**src/rtl/hdlg_pkg.sv**
```systemverilog
package hdlg_pkg;

  // Number of leaves in the balanced count tree for a vector of width w.
  function automatic int tree_leaves(input int w);
    return 1 << $clog2(w);
  endfunction

  // Register levels in the balanced count tree for a vector of width w.
  function automatic int tree_levels(input int w);
    return $clog2(w);
  endfunction

  // Bits needed to hold a count from 0 to w inclusive.
  function automatic int count_width(input int w);
    return $clog2(w + 1);
  endfunction

endpackage

```
**src/rtl/hdlg_diff_stage.sv**
```systemverilog
module hdlg_diff_stage #(
  parameter int OP_W   = 16,
  parameter int PROD_W = 2 * OP_W
) (
  input  logic              clk,
  input  logic              rst_n,
  input  logic              en,
  input  logic              acc,
  input  logic              start,
  input  logic [OP_W-1:0]   op,
  input  logic [OP_W-1:0]   key,
  input  logic              last,
  output logic [PROD_W-1:0] diff_q,
  output logic              dv_q,
  output logic              dlast_q
);

  logic [PROD_W-1:0] prod;
  logic [PROD_W-1:0] prev_q, prev_d;
  logic              have_prev_q, have_prev_d;
  logic [PROD_W-1:0] diff_d;
  logic              dv_d, dlast_d;

  // Full-width product of operand and key guess.
  assign prod = PROD_W'(op) * PROD_W'(key);

  // Next state: history of the previous product.
  always_comb begin
    prev_d      = prev_q;
    have_prev_d = have_prev_q;
    if (acc) begin
      prev_d      = prod;
      have_prev_d = 1'b1;
    end else if (start) begin
      prev_d      = '0;
      have_prev_d = 1'b0;
    end
  end

  // Next state: difference vector towards the count tree.
  always_comb begin
    diff_d  = diff_q;
    dv_d    = dv_q;
    dlast_d = dlast_q;
    if (en) begin
      dv_d = acc & have_prev_q & ~start;
      if (acc) begin
        diff_d  = prod ^ prev_q;
        dlast_d = last;
      end
    end
  end

  always_ff @(posedge clk or negedge rst_n) begin
    if (!rst_n) begin
      prev_q      <= '0;
      have_prev_q <= 1'b0;
      diff_q      <= '0;
      dv_q        <= 1'b0;
      dlast_q     <= 1'b0;
    end else begin
      prev_q      <= prev_d;
      have_prev_q <= have_prev_d;
      diff_q      <= diff_d;
      dv_q        <= dv_d;
      dlast_q     <= dlast_d;
    end
  end

  // the operand that opens a sequence sends nothing downstream.
  assert_first_silent_R3: assert property (@(posedge clk) disable iff (!rst_n)
    (acc && (start || !have_prev_q)) |=> !dv_q);

  // a start pulse without an acceptance leaves an empty history.
  assert_start_clears_R4: assert property (@(posedge clk) disable iff (!rst_n)
    (start && !acc) |=> (!have_prev_q && prev_q == '0));

  // no operand is taken while the key guess is zero.
  assert_no_zero_key_R6: assert property (@(posedge clk) disable iff (!rst_n)
    acc |-> (key != '0));

  // a cycle without acceptance or start keeps the history.
  assert_history_kept_R6: assert property (@(posedge clk) disable iff (!rst_n)
    (!acc && !start) |=> ($stable(prev_q) && $stable(have_prev_q)));

endmodule

```
**src/rtl/hdlg_pop_tree.sv**
```systemverilog
module hdlg_pop_tree
  import hdlg_pkg::*;
#(
  parameter int VEC_W  = 32,
  parameter int DIST_W = count_width(VEC_W)
) (
  input  logic              clk,
  input  logic              rst_n,
  input  logic              en,
  input  logic [VEC_W-1:0]  in_vec,
  input  logic              in_vld,
  input  logic              in_last,
  output logic [DIST_W-1:0] out_cnt,
  output logic              out_vld,
  output logic              out_last
);

  localparam int LEVELS = tree_levels(VEC_W);
  localparam int N_LEAF = tree_leaves(VEC_W);
  localparam int N_NODE = N_LEAF - 1;

  logic [DIST_W-1:0] leaf   [N_LEAF];
  logic [DIST_W-1:0] sum_w  [N_NODE];
  logic [DIST_W-1:0] node_q [N_NODE];

  logic [LEVELS-1:0] vld_q, vld_d;
  logic [LEVELS-1:0] lst_q, lst_d;

  // Leaves: one bit each, padded with zeros up to a power of two.
  for (genvar i = 0; i < N_LEAF; i++) begin : g_leaf
    if (i < VEC_W) begin : g_bit
      assign leaf[i] = DIST_W'(in_vec[i]);
    end else begin : g_pad
      assign leaf[i] = '0;
    end
  end

  // Heap-ordered nodes: node k has children 2k+1 and 2k+2.
  for (genvar k = 0; k < N_NODE; k++) begin : g_node
    if (2 * k + 1 >= N_NODE) begin : g_from_leaf
      assign sum_w[k] = leaf[2*k+1-N_NODE] + leaf[2*k+2-N_NODE];
    end else begin : g_from_node
      assign sum_w[k] = node_q[2*k+1] + node_q[2*k+2];
    end

    always_ff @(posedge clk or negedge rst_n) begin
      if (!rst_n) begin
        node_q[k] <= '0;
      end else if (en) begin
        node_q[k] <= sum_w[k];
      end
    end
  end

  // Side-band shift register that travels with the tree levels.
  always_comb begin
    vld_d = vld_q;
    lst_d = lst_q;
    if (en) begin
      vld_d = {vld_q[LEVELS-2:0], in_vld};
      lst_d = {lst_q[LEVELS-2:0], in_last};
    end
  end

  always_ff @(posedge clk or negedge rst_n) begin
    if (!rst_n) begin
      vld_q <= '0;
      lst_q <= '0;
    end else begin
      vld_q <= vld_d;
      lst_q <= lst_d;
    end
  end

  assign out_cnt  = node_q[0];
  assign out_vld  = vld_q[LEVELS-1];
  assign out_last = lst_q[LEVELS-1];

  // a finished count never exceeds the vector width.
  assert_count_bound_R2: assert property (@(posedge clk) disable iff (!rst_n)
    out_vld |-> (out_cnt <= DIST_W'(VEC_W)));

  // a stalled tree does not move its output.
  assert_tree_frozen_R7: assert property (@(posedge clk) disable iff (!rst_n)
    !en |=> ($stable(out_cnt) && $stable(out_vld) && $stable(out_last)));

endmodule

```
**src/rtl/hd_leak_gen.sv**
```systemverilog
module hd_leak_gen
  import hdlg_pkg::*;
#(
  parameter int OP_W = 16
) (
  input  logic                            clk,
  input  logic                            rst_n,
  input  logic                            start,
  input  logic [OP_W-1:0]                 key_hyp,
  input  logic                            in_valid,
  output logic                            in_ready,
  input  logic [OP_W-1:0]                 in_operand,
  input  logic                            in_last,
  output logic                            out_valid,
  input  logic                            out_ready,
  output logic [$clog2(2*OP_W+1)-1:0]     out_dist,
  output logic                            out_last
);

  localparam int PROD_W = 2 * OP_W;
  localparam int DIST_W = count_width(PROD_W);

  // Reset: asserted at once, released after two clock edges.
  logic [1:0] rst_sync_q, rst_sync_d;
  logic       rst_ni;

  assign rst_sync_d = {rst_sync_q[0], 1'b1};

  always_ff @(posedge clk or negedge rst_n) begin
    if (!rst_n) begin
      rst_sync_q <= 2'b00;
    end else begin
      rst_sync_q <= rst_sync_d;
    end
  end

  assign rst_ni = rst_sync_q[1];

  // Whole-pipeline advance: move unless a held sample blocks the exit.
  logic en;
  logic key_ok;
  logic acc;

  assign en       = ~out_valid | out_ready;
  assign key_ok   = |key_hyp;
  assign in_ready = en & key_ok & rst_ni;
  assign acc      = in_valid & in_ready;

  logic [PROD_W-1:0] diff_q;
  logic              dv_q;
  logic              dlast_q;

  hdlg_diff_stage #(
    .OP_W   (OP_W),
    .PROD_W (PROD_W)
  ) u_diff (
    .clk     (clk),
    .rst_n   (rst_ni),
    .en      (en),
    .acc     (acc),
    .start   (start),
    .op      (in_operand),
    .key     (key_hyp),
    .last    (in_last),
    .diff_q  (diff_q),
    .dv_q    (dv_q),
    .dlast_q (dlast_q)
  );

  hdlg_pop_tree #(
    .VEC_W  (PROD_W),
    .DIST_W (DIST_W)
  ) u_tree (
    .clk      (clk),
    .rst_n    (rst_ni),
    .en       (en),
    .in_vec   (diff_q),
    .in_vld   (dv_q),
    .in_last  (dlast_q),
    .out_cnt  (out_dist),
    .out_vld  (out_valid),
    .out_last (out_last)
  );

  // a sample waiting on the consumer stays put.
  assert_hold_R7: assert property (@(posedge clk) disable iff (!rst_ni)
    (out_valid && !out_ready) |=> (out_valid && $stable(out_dist) && $stable(out_last)));

  // nothing enters while the exit is blocked.
  assert_no_entry_stalled_R6: assert property (@(posedge clk) disable iff (!rst_ni)
    (out_valid && !out_ready) |-> !in_ready);

  // the block leaves reset empty.
  assert_reset_empty_R10: assert property (@(posedge clk)
    !rst_ni |=> !out_valid);

endmodule

```
**config.mk**
```make
export PLATFORM = sky130hd
export DESIGN_NAME = hd_leak_gen
export DESIGN_NICKNAME = d
export VERILOG_FILES = /design/src/rtl/hdlg_pkg.sv /design/src/rtl/hdlg_diff_stage.sv /design/src/rtl/hdlg_pop_tree.sv /design/src/rtl/hd_leak_gen.sv
export SDC_FILE = /design/constraint.sdc
export NUM_CORES = 1
export LEC_CHECK = 0
export ABC_CLOCK_PERIOD_IN_PS = 14500
export BUFFER_PORTS_ARGS = -buffer_cell sky130_fd_sc_hd__buf_2
export CORE_MARGIN = 2
export CORE_UTILIZATION = 29
export DETAILED_ROUTE_END_ITERATION = 8
export PLACE_DENSITY = 0.49
export REMOVE_ABC_BUFFERS = 1
export SYNTH_ARGS = -nofsm -noshare
export SYNTH_HDL_FRONTEND = slang
export SYNTH_SLANG_ARGS = --single-unit
```
**constraint.sdc**
```tcl
create_clock -name clk -period 14.5 [get_ports clk]
set_input_delay 2.9 -clock clk [delete_from_list [all_inputs] [get_ports clk]]
set_output_delay 2.9 -clock clk [all_outputs]
set_load 0.05 [all_outputs]
```
==> results of run 1 <==
==> synth_stat cells, types with 2 or more instances <==
| master | count |
|---|---|
| buf_4 | 6 |
| dfrtp_1 | 167 |
| o211ai_1 | 2 |
| inv_1 | 258 |
| fa_1 | 209 |
| nor2_1 | 38 |
| xnor3_1 | 6 |
| nand2_1 | 431 |
| a21o_1 | 17 |
| a31oi_1 | 2 |
| and4_1 | 2 |
| o21ai_0 | 72 |
| and3_1 | 7 |
| a221oi_1 | 2 |
| nand3_1 | 3 |
| a211oi_1 | 3 |
| xnor2_1 | 35 |
| o21a_1 | 5 |
| ha_1 | 153 |
| o21bai_1 | 5 |
| nor3_1 | 6 |
| nand3b_1 | 32 |
| clkbuf_1 | 80 |
| and2_1 | 117 |
| o2111ai_1 | 2 |
| xor2_1 | 30 |
| a21oi_1 | 54 |
| nand2b_1 | 4 |
| nand4_1 | 4 |
| nor2b_1 | 5 |
| o21ai_1 | 2 |
| mux2_2 | 5 |
| nor4_1 | 4 |
==> routing by layer <==
metal	global-route usage	wire length, um	vias to the layer above
li1	-	-	5477
met1	0.183	18100	5389
met2	0.194	15500	145
met3	0.0147	895	26
met4	0.0265	360	0
met5	0	0	-
==> metrics by stage <==
step	setup WS [ns]	instance area (um^2)	hold slack [ns]
finish	5.88	17900	0.352
global route	5.61	17900	0.368
CTS	5.85	17900	0.356
detailed placement	5.39	17300	0.343
global placement	5.53	17300	0.341
floorplan	5.87	16100	0.331
==> critical path, cell delays in order <==
cell and delay [ns]:
buf_2 0.20, and2_1 0.23, fa_1 0.56, inv_1 0.07
fa_1 0.49, inv_1 0.06, fa_1 0.51, fa_1 0.52
fa_1 0.54, inv_1 0.06, fa_1 0.53, inv_1 0.04
ha_1 0.35, a21o_1 0.21, a21o_1 0.19, a2111o_1 0.46
nand2_1 0.07, o21ai_0 0.13, a31oi_1 0.29, xnor3_1 0.25
mux2_2 0.26
==> how the worst max path moves through the flow <==
stage / slack (ns) / cells after the start / start / end
5_1_grt: 5.61 / 21 / in_operand[3] / u_diff.diff_q[28]$_DFFE_PN0P_
3_5_place_dp: 5.39 / 21 / in_operand[3] / u_diff.diff_q[28]$_DFFE_PN0P_
4_1_cts: 5.85 / 21 / in_operand[3] / u_diff.diff_q[28]$_DFFE_PN0P_
2_1_floorplan: 5.87 / 2 / out_ready / in_ready
6_report: 5.88 / 21 / in_operand[3] / u_diff.diff_q[28]$_DFFE_PN0P_
3_3_place_gp: 5.53 / 21 / in_operand[3] / u_diff.diff_q[28]$_DFFE_PN0P_
==> placed cells by master (no fill, tap or decap), types with 6 or more instances in the layout <==
cell type	synthesis	final
nand2_1	431	430
inv_1	258	258
fa_1	209	209
dfrtp_1	167	166
ha_1	153	153
and2_1	117	117
o21ai_0	72	72
a21oi_1	54	54
buf_2	0	46
nor2_1	38	38
xnor2_1	35	35
nand3b_1	32	32
xor2_1	30	30
a21o_1	17	17
clkbuf_16	0	17
and3_1	7	7
nor3_1	6	6
xnor3_1	6	6
==> registers in the layout, indices dropped and copies added, names as in the netlist <==
register	count
u_diff.diff_q	32
u_diff.dlast_q	1
u_diff.dv_q	1
u_diff.have_prev_q	1
u_tree.vld_q	5
u_tree.out_cnt	6
u_diff.prev_q	32
u_tree.node_q	82
u_tree.lst_q	5
rst_sync_q	2
==> kinds of logic after synthesis <==
group	Yosys count	synth area share
AO/OA/AOI/OAI	176	0.0635
buffers and inverters	344	0.0801
flip-flops	167	0.255
XOR/XNOR	71	0.0429
multiplexers	6	0.00404
other	1	0.000229
adder cells (fa/ha/maj)	362	0.372
AND/OR/NAND/NOR	659	0.183
==> layout make-up <==
| type | count | area [um^2] | share of cell area |
|---|---|---|---|
| multi-input combinational | 1275 | 10900 | 0.611 |
| sequential | 167 | 4180 | 0.234 |
| inverter | 258 | 968 | 0.0542 |
| tap | 756 | 946 | 0.0529 |
| clock buffer | 22 | 484 | 0.0271 |
| timing repair buffer | 51 | 268 | 0.0150 |
| clock inverter | 10 | 92.6 | 0.00518 |
| antenna | 1 | 2.50 | 0.000140 |
==> results.yml, run 1 <==
run_status:
  status: "finished clean"
yosys:
  postSynthCellCount: 1786
  synth_warnings: 0
  synthesis.area_mm2: 0.0164
  synth-edff-count: 0
  synthFlopType: "dfrtp_1"
  netlist.area_leader.share: 0.255
  ys_seq_area_frac: 0.255
  yosysTopAreaCell: "fa_1"
  synthDistinctLibCells: 51
  netlist_top_cells_area: "fa_1 (26%), dfrtp_1 (25%), ha_1 (12%), nand2_1 (9.9%), inv_1 (5.9%)"
  synthArstFlopShare: 1.00
  synth_area_per_cell_um2: 9.18
  ys_seq_elements: 167
timing:
  finalMaxSlewViolations: 0
  rsz0062_at_grt: "false"
  tns_ns: 0
  finalClockSkew_ns: 0.00811
  slew_headroom: 0.193
  fmax_mhz: 116
  tightest_slew_ns: 1.21
  period_minus_slack_ns: 8.62
  finalHoldViolations: 0
  post-route-period-util: 0.595
  setup_viol: 0
setup_path:
  cp-start-kind: "input port"
  critPathArrivalTime_ns: 8.93
  rrSetupSlack_ns: 11.79
  r2r_end: "u_diff.diff_q[30]$_DFFE_PN0P_"
  path_max_fanout: 16
  reg2reg_from: "rst_sync_q[1]$_DFF_PN0_"
  critPathCaptureType: "flop"
  cp.required_ns: 14.81
  path_class: "in -> reg"
  reg2reg_depth: 5
detailed_routing:
  routed_wl_um: 34800
  drtIter0Drc: 507
  dr.pass1.iters: 5
  vias_per_cell: 4.35
  routedWlPerCell_um: 13.7
  vias: 11000
  drt.antenna.violating_nets: 0
  drc: 0
die:
  initial_core_util: 0.292
  rows: 87
  ios: 47
  die_x_um: 242
  dieArea_mm2: 0.0585
  fp.coreArea_mm2: 0.0562
  dieHeight_um: 242
clocking:
  cts_hold_buf: 0
  clkTransAtPathRegs_ns: 0.06
  htree_num_levels: 4
  cts_made_buffers: 17
  root_buffer: "clkbuf_16"
  post_cts_buffers: 0
  cts-resized-gates: 0
  clock-sinks: 167
  clkLatencyLatePin_ns: 0.43
  cts_buffer_depth: 2
  cts_tree: "yes"
hold_path:
  whs_endpoint: "rst_sync_q[1]$_DFF_PN0_"
  hp-class: "reg -> reg"
  worstHoldStart: "rst_sync_q[0]$_DFF_PN0_"
  holdPathStages: 0
grt:
  grt_usage: 0.124
  grt_max_degree: 104
  overflow: 0
  grt_pass1_vias: 11400
  grt_pass1_wl_um: 60100
  grt_antenna_before_repair: 0
layout:
  drive_above_1_share: 0.0550
  nets: 2170
  syn2layout_area_growth_pct: 8.96
  final_util: 0.318
  fill_cells: 5944
  finalNonFillerCells: 2540
placement:
  dp_hpwl_um: 27100
  io_buffers: 46
  gp_congestion: 0.837
  dp.cells: 2507
job:
  drv_cap: 0
Power of run 1 is left out: the tool's default activity adds up to more than one toggle a clock period on the data nets, which glitch-free logic cannot reach.
==> run 2: changes to the inputs <==
- ABC_CLOCK_PERIOD_IN_PS: 14500 -> 8850
- clock period: 14.5 -> 8.85 ns (I/O delays scaled with it)
==> results.yml, run 2 (synthesis gave the netlist of run 1 again) <==
clocking:
  clock-sinks: 167
  post_cts_buffers: 0
  htree_num_levels: 4
  root_buffer: "clkbuf_16"
  cts-resized-gates: 0
  clkTransAtPathRegs_ns: 0.06
  cts_hold_buf: 0
  clkLatencyLatePin_ns: 0.43
  cts_tree: "yes"
  cts_buffer_depth: 2
  cts_made_buffers: 17
grt:
  grt_pass1_vias: 11700
  grt_max_degree: 104
  grt_antenna_before_repair: 1
  overflow: 0
  grt_pass1_wl_um: 61400
  grt_usage: 0.127
timing:
  setup_viol: 0
  slew_headroom: 0.199
  rsz0062_at_grt: "false"
  tightest_slew_ns: 1.20
  fmax_mhz: 134
  period_minus_slack_ns: 7.48
  post-route-period-util: 0.845
  finalHoldViolations: 0
  finalMaxSlewViolations: 0
  finalClockSkew_ns: 0.0112
  tns_ns: 0
detailed_routing:
  drt.antenna.violating_nets: 0
  drtIter0Drc: 607
  routedWlPerCell_um: 14.0
  vias_per_cell: 4.36
  vias: 11100
  drc: 0
  routed_wl_um: 35500
  dr.pass1.iters: 5
die:
  initial_core_util: 0.292
  dieArea_mm2: 0.0585
  ios: 47
  dieHeight_um: 242
  fp.coreArea_mm2: 0.0562
  die_x_um: 242
  rows: 87
job:
  drv_cap: 0
layout:
  nets: 2171
  largest-register: "u_tree.node_q"
  drive_above_1_share: 0.0561
  largest_register_ffs: 82
  layout_common_cells: "nand2_1 (430), inv_1 (258), fa_1 (209), dfrtp_1 (166), ha_1 (153)"
  diodes: 0
  syn2layout_area_growth_pct: 9.14
  reg_top3: "u_tree.node_q (82), u_diff.diff_q (32), u_diff.prev_q (32)"
  layout_commonest_cell: "nand2_1"
placement:
  dp_hpwl_um: 27500
  io_buffers: 46
  gp_congestion: 0.846
hold_path:
  holdPathStages: 0
  hp-class: "reg -> reg"
  worstHoldStart: "rst_sync_q[0]$_DFF_PN0_"
  whs_endpoint: "rst_sync_q[1]$_DFF_PN0_"
setup_path:
  crit_family: "adder cells"
  rrSetupSlack_ns: 6.10
  path_buf_inv: 4
  cp_common_cell: "fa_1"
  slowest_stage: "fa_1"
  cp-start-kind: "input port"
  path_max_fanout: 17
  reg2reg_from: "rst_sync_q[1]$_DFF_PN0_"
  cp_slowest_stage_delay_ns: 0.57
  path_class: "in -> reg"
  critPathArrivalTime_ns: 7.79
  cp_cell_sequence: "buf_2, nand2_1, fa_1, inv_1, fa_1, fa_1, fa_1, fa_1, inv_1, fa_1, inv_1, ha_1, a21o_1, a21o_1, a2111o_1, nand2_1, o21ai_0, a31oi_1, xnor3_1, mux2_2"
  reg2reg_depth: 5
  cp.required_ns: 9.16
  r2r_end: "u_diff.diff_q[30]$_DFFE_PN0P_"
  critPathCaptureType: "flop"
run_status:
  status: "finished clean"
-- run 2: how the worst max path moves through the flow --
stage / from / cells after the start / slack, ns / end
floorplan: in_operand[3] / 20 / 1.53 / u_diff.diff_q[28]$_DFFE_PN0P_
global route: key_hyp[9] / 20 / 1.11 / u_diff.diff_q[28]$_DFFE_PN0P_
CTS: key_hyp[9] / 20 / 1.39 / u_diff.diff_q[28]$_DFFE_PN0P_
detailed placement: key_hyp[9] / 20 / 0.95 / u_diff.diff_q[28]$_DFFE_PN0P_
finish: key_hyp[9] / 20 / 1.37 / u_diff.diff_q[28]$_DFFE_PN0P_
global placement: in_operand[3] / 21 / 1.01 / u_diff.diff_q[28]$_DFFE_PN0P_
-- run 2: stage by stage --
step / cells / utilization / area [um^2] / hold slack [ns] / worst slack (ns)
after global placement: 2508 / 0.308 / 17300 / 0.341 / 1.01
after detailed placement: 2508 / 0.308 / 17300 / 0.336 / 0.947
final: 2540 / 0.319 / 17900 / 0.346 / 1.37
after CTS: 2540 / 0.319 / 17900 / 0.350 / 1.39
after global routing: 2540 / 0.319 / 17900 / 0.362 / 1.11
after floorplan: 1700 / - / 16100 / 0.331 / 1.53
-- run 2: layout make-up --
type                            count  area (um^2)
Tap cell                          756          946
Clock buffer                       21          480
Sequential cell                   167         4180
Fill cell                        5985        38300
Clock inverter                     11          121
Multi-Input combinational cell   1275        10900
Timing Repair Buffer               52          275
Inverter                          258          968
-- run 2: routing by layer --
| metal | up-vias | GRT usage | share of wire |
|---|---|---|---|
| met1 | 5420 | 0.189 | 0.52 |
| met4 | 0 | 0.0256 | 0.0088 |
| met5 | - | 0 | 0 |
| li1 | 5468 | - | - |
| met3 | 18 | 0.0134 | 0.027 |
| met2 | 170 | 0.199 | 0.45 |
-- run 2: worst register-to-register path: cells and delay by family, from the launching register on --
family	cells	cell delay, ns
flops	1	0.87
simple gates	5	1.81
Power of run 2 is left out for the same reason.
==> run 3: changes to the inputs <==
- ABC_AREA: default -> 1
- ABC_CLOCK_PERIOD_IN_PS: 8850 -> 7600
- clock period: 8.85 -> 7.6 ns (I/O delays scaled with it)
==> results.yml, run 3 <==
run_status:
  status: "finished clean"
detailed_routing:
  drt.antenna.violating_nets: 0
  routedWlPerCell_um: 13.4
  highest_layer: "met4"
  route.met2.wl_um: 18000
  routed_wl_um: 39900
  vias_per_cell: 4.30
  drt-met1-wl_um: 19700
  dr.pass1.iters: 7
  drtIter0Drc: 650
  drc: 0
  vias: 12800
  wl_met3_um: 1570
setup_path:
  reg2reg_from: "u_tree.vld_q[4]$_DFFE_PN0N_"
  r2r_end: "u_diff.prev_q[5]$_DFFE_PN0P_"
  cp_slowest_stage_delay_ns: 0.56
  rrSetupSlack_ns: 4.58
  cp_common_cell: "nand2_1"
  crit_cells: 26
  slowest_stage: "fa_1"
  cp-start-kind: "input port"
  path_class: "in -> reg"
  crit_family: "adder cells"
  path_max_fanout: 17
  critPathCaptureType: "flop"
  cp-endpoint: "u_diff.diff_q[31]$_DFFE_PN0P_"
  reg2reg_depth: 10
  cp.required_ns: 7.91
  critPathArrivalTime_ns: 7.14
  path_buf_inv: 8
  critical_path.startpoint: "key_hyp[9]"
layout:
  final_util: 0.316
  layout_commonest_cell: "nand2_1"
  nets: 2595
  syn2layout_area_growth_pct: 7.86
  fill_cells: 6343
  largest-register: "u_tree.node_q"
  largest_register_ffs: 82
  drive_above_1_share: 0.0457
  diodes: 0
  reg_top3: "u_tree.node_q (82), u_diff.diff_q (32), u_diff.prev_q (32)"
  layout_common_cells: "nand2_1 (789), inv_1 (501), fa_1 (209), dfrtp_1 (166), ha_1 (153)"
placement:
  gp_congestion: 0.837
  dp_slack_ns: 0.304
  dp_hpwl_um: 31200
  io_buffers: 46
timing:
  finalClockSkew_ns: 0.00831
  post-route-period-util: 0.898
  rsz0062_at_grt: "false"
  finalHoldViolations: 0
  finalMaxSlewViolations: 0
  tightest_slew_ns: 0.852
  fmax_mhz: 146
  tns_ns: 0
  worst_slack_ns: 0.774
  period_minus_slack_ns: 6.83
  slew_headroom: 0.432
  setup_viol: 0
yosys:
  synthArstFlopShare: 1.00
  synthFlopType: "dfrtp_1"
  synth_area_per_cell_um2: 7.78
  ys_seq_elements: 167
  synthDistinctLibCells: 35
  netlist.area_leader.share: 0.242
  synth_warnings: 0
  synth_commonest_cells: "nand2_1 (789), inv_1 (501), fa_1 (209)"
  synth-edff-count: 0
  netlist_top_cells_area: "fa_1 (24%), dfrtp_1 (24%), nand2_1 (17%), ha_1 (11%), inv_1 (11%)"
  yosysTopAreaCell: "fa_1"
  synthesis.area_mm2: 0.0173
  yosysMostFrequentCell: "nand2_1"
  postSynthCellCount: 2223
  ys_seq_area_frac: 0.242
die:
  dieArea_mm2: 0.0616
  initial_core_util: 0.293
  die_x_um: 248
  rows: 89
  ios: 47
  fp.coreArea_mm2: 0.0590
  dieHeight_um: 248
grt:
  grt_usage: 0.138
  grt_pass1_vias: 13500
  grt_pass1_wl_um: 68600
  overflow: 0
  grt_antenna_before_repair: 0
  grt_max_degree: 85
hold_path:
  hp-class: "reg -> reg"
clocking:
  root_buffer: "clkbuf_16"
  cts-resized-gates: 0
  clkLatencyLatePin_ns: 0.43
  htree_num_levels: 4
  clkTransAtPathRegs_ns: 0.07
  clock-sinks: 167
  post_cts_buffers: 0
  cts_made_buffers: 17
  cts_tree: "yes"
  cts_buffer_depth: 2
  cts_hold_buf: 0
job:
  drv_cap: 0
-- run 3: logic make-up (layout without fill, tap and decap cells) --
family | after synthesis | after routing | share of synthesized area
flops | 167 | 167 | 0.242
compound gates | 107 | 107 | 0.0333
other cells | 1 | 1 | 0.000217
simple gates | 942 | 942 | 0.215
xor+xnor | 37 | 37 | 0.0187
buf+inv | 607 | 592 | 0.138
fa+ha+maj | 362 | 362 | 0.352
-- run 3: worst min-delay path by stage --
stage	depth (start not counted)	from	slack, ns	endpoint
4_1_cts	0	rst_sync_q[0]$_DFF_PN0_	0.36	rst_sync_q[1]$_DFF_PN0_
5_1_grt	0	rst_sync_q[0]$_DFF_PN0_	0.36	rst_sync_q[1]$_DFF_PN0_
3_3_place_gp	0	rst_sync_q[0]$_DFF_PN0_	0.34	rst_sync_q[1]$_DFF_PN0_
2_1_floorplan	0	rst_sync_q[0]$_DFF_PN0_	0.33	rst_sync_q[1]$_DFF_PN0_
6_report	0	rst_sync_q[0]$_DFF_PN0_	0.35	rst_sync_q[1]$_DFF_PN0_
3_5_place_dp	0	rst_sync_q[0]$_DFF_PN0_	0.34	rst_sync_q[1]$_DFF_PN0_
-- run 3: through the flow --
stage / area, um^2 / hold slack (ns) / instances
final: 18700 / 0.351 / 2981
after detailed placement: 18100 / 0.338 / 2949
after global routing: 18700 / 0.365 / 2981
after CTS: 18700 / 0.356 / 2981
after floorplan: 16800 / 0.331 / 2120
after global placement: 18100 / 0.338 / 2949
-- run 3: metal layers --
metal / GRT usage / up-vias
li1: - / 6431
met1: 0.191 / 6113
met2: 0.225 / 239
met3: 0.0181 / 33
met4: 0.0394 / 0
met5: 0 / -
-- run 3: cell type report --
type	count	area (um^2)	area share
flip-flops and latches	167	4180	0.224
well taps	773	967	0.0518
clock inverters	14	139	0.00744
repair buffers	56	305	0.0164
multi-input cells	1449	10700	0.575
clock buffers	18	439	0.0235
inverters	504	1890	0.101
Power of run 3 is left out for the same reason.
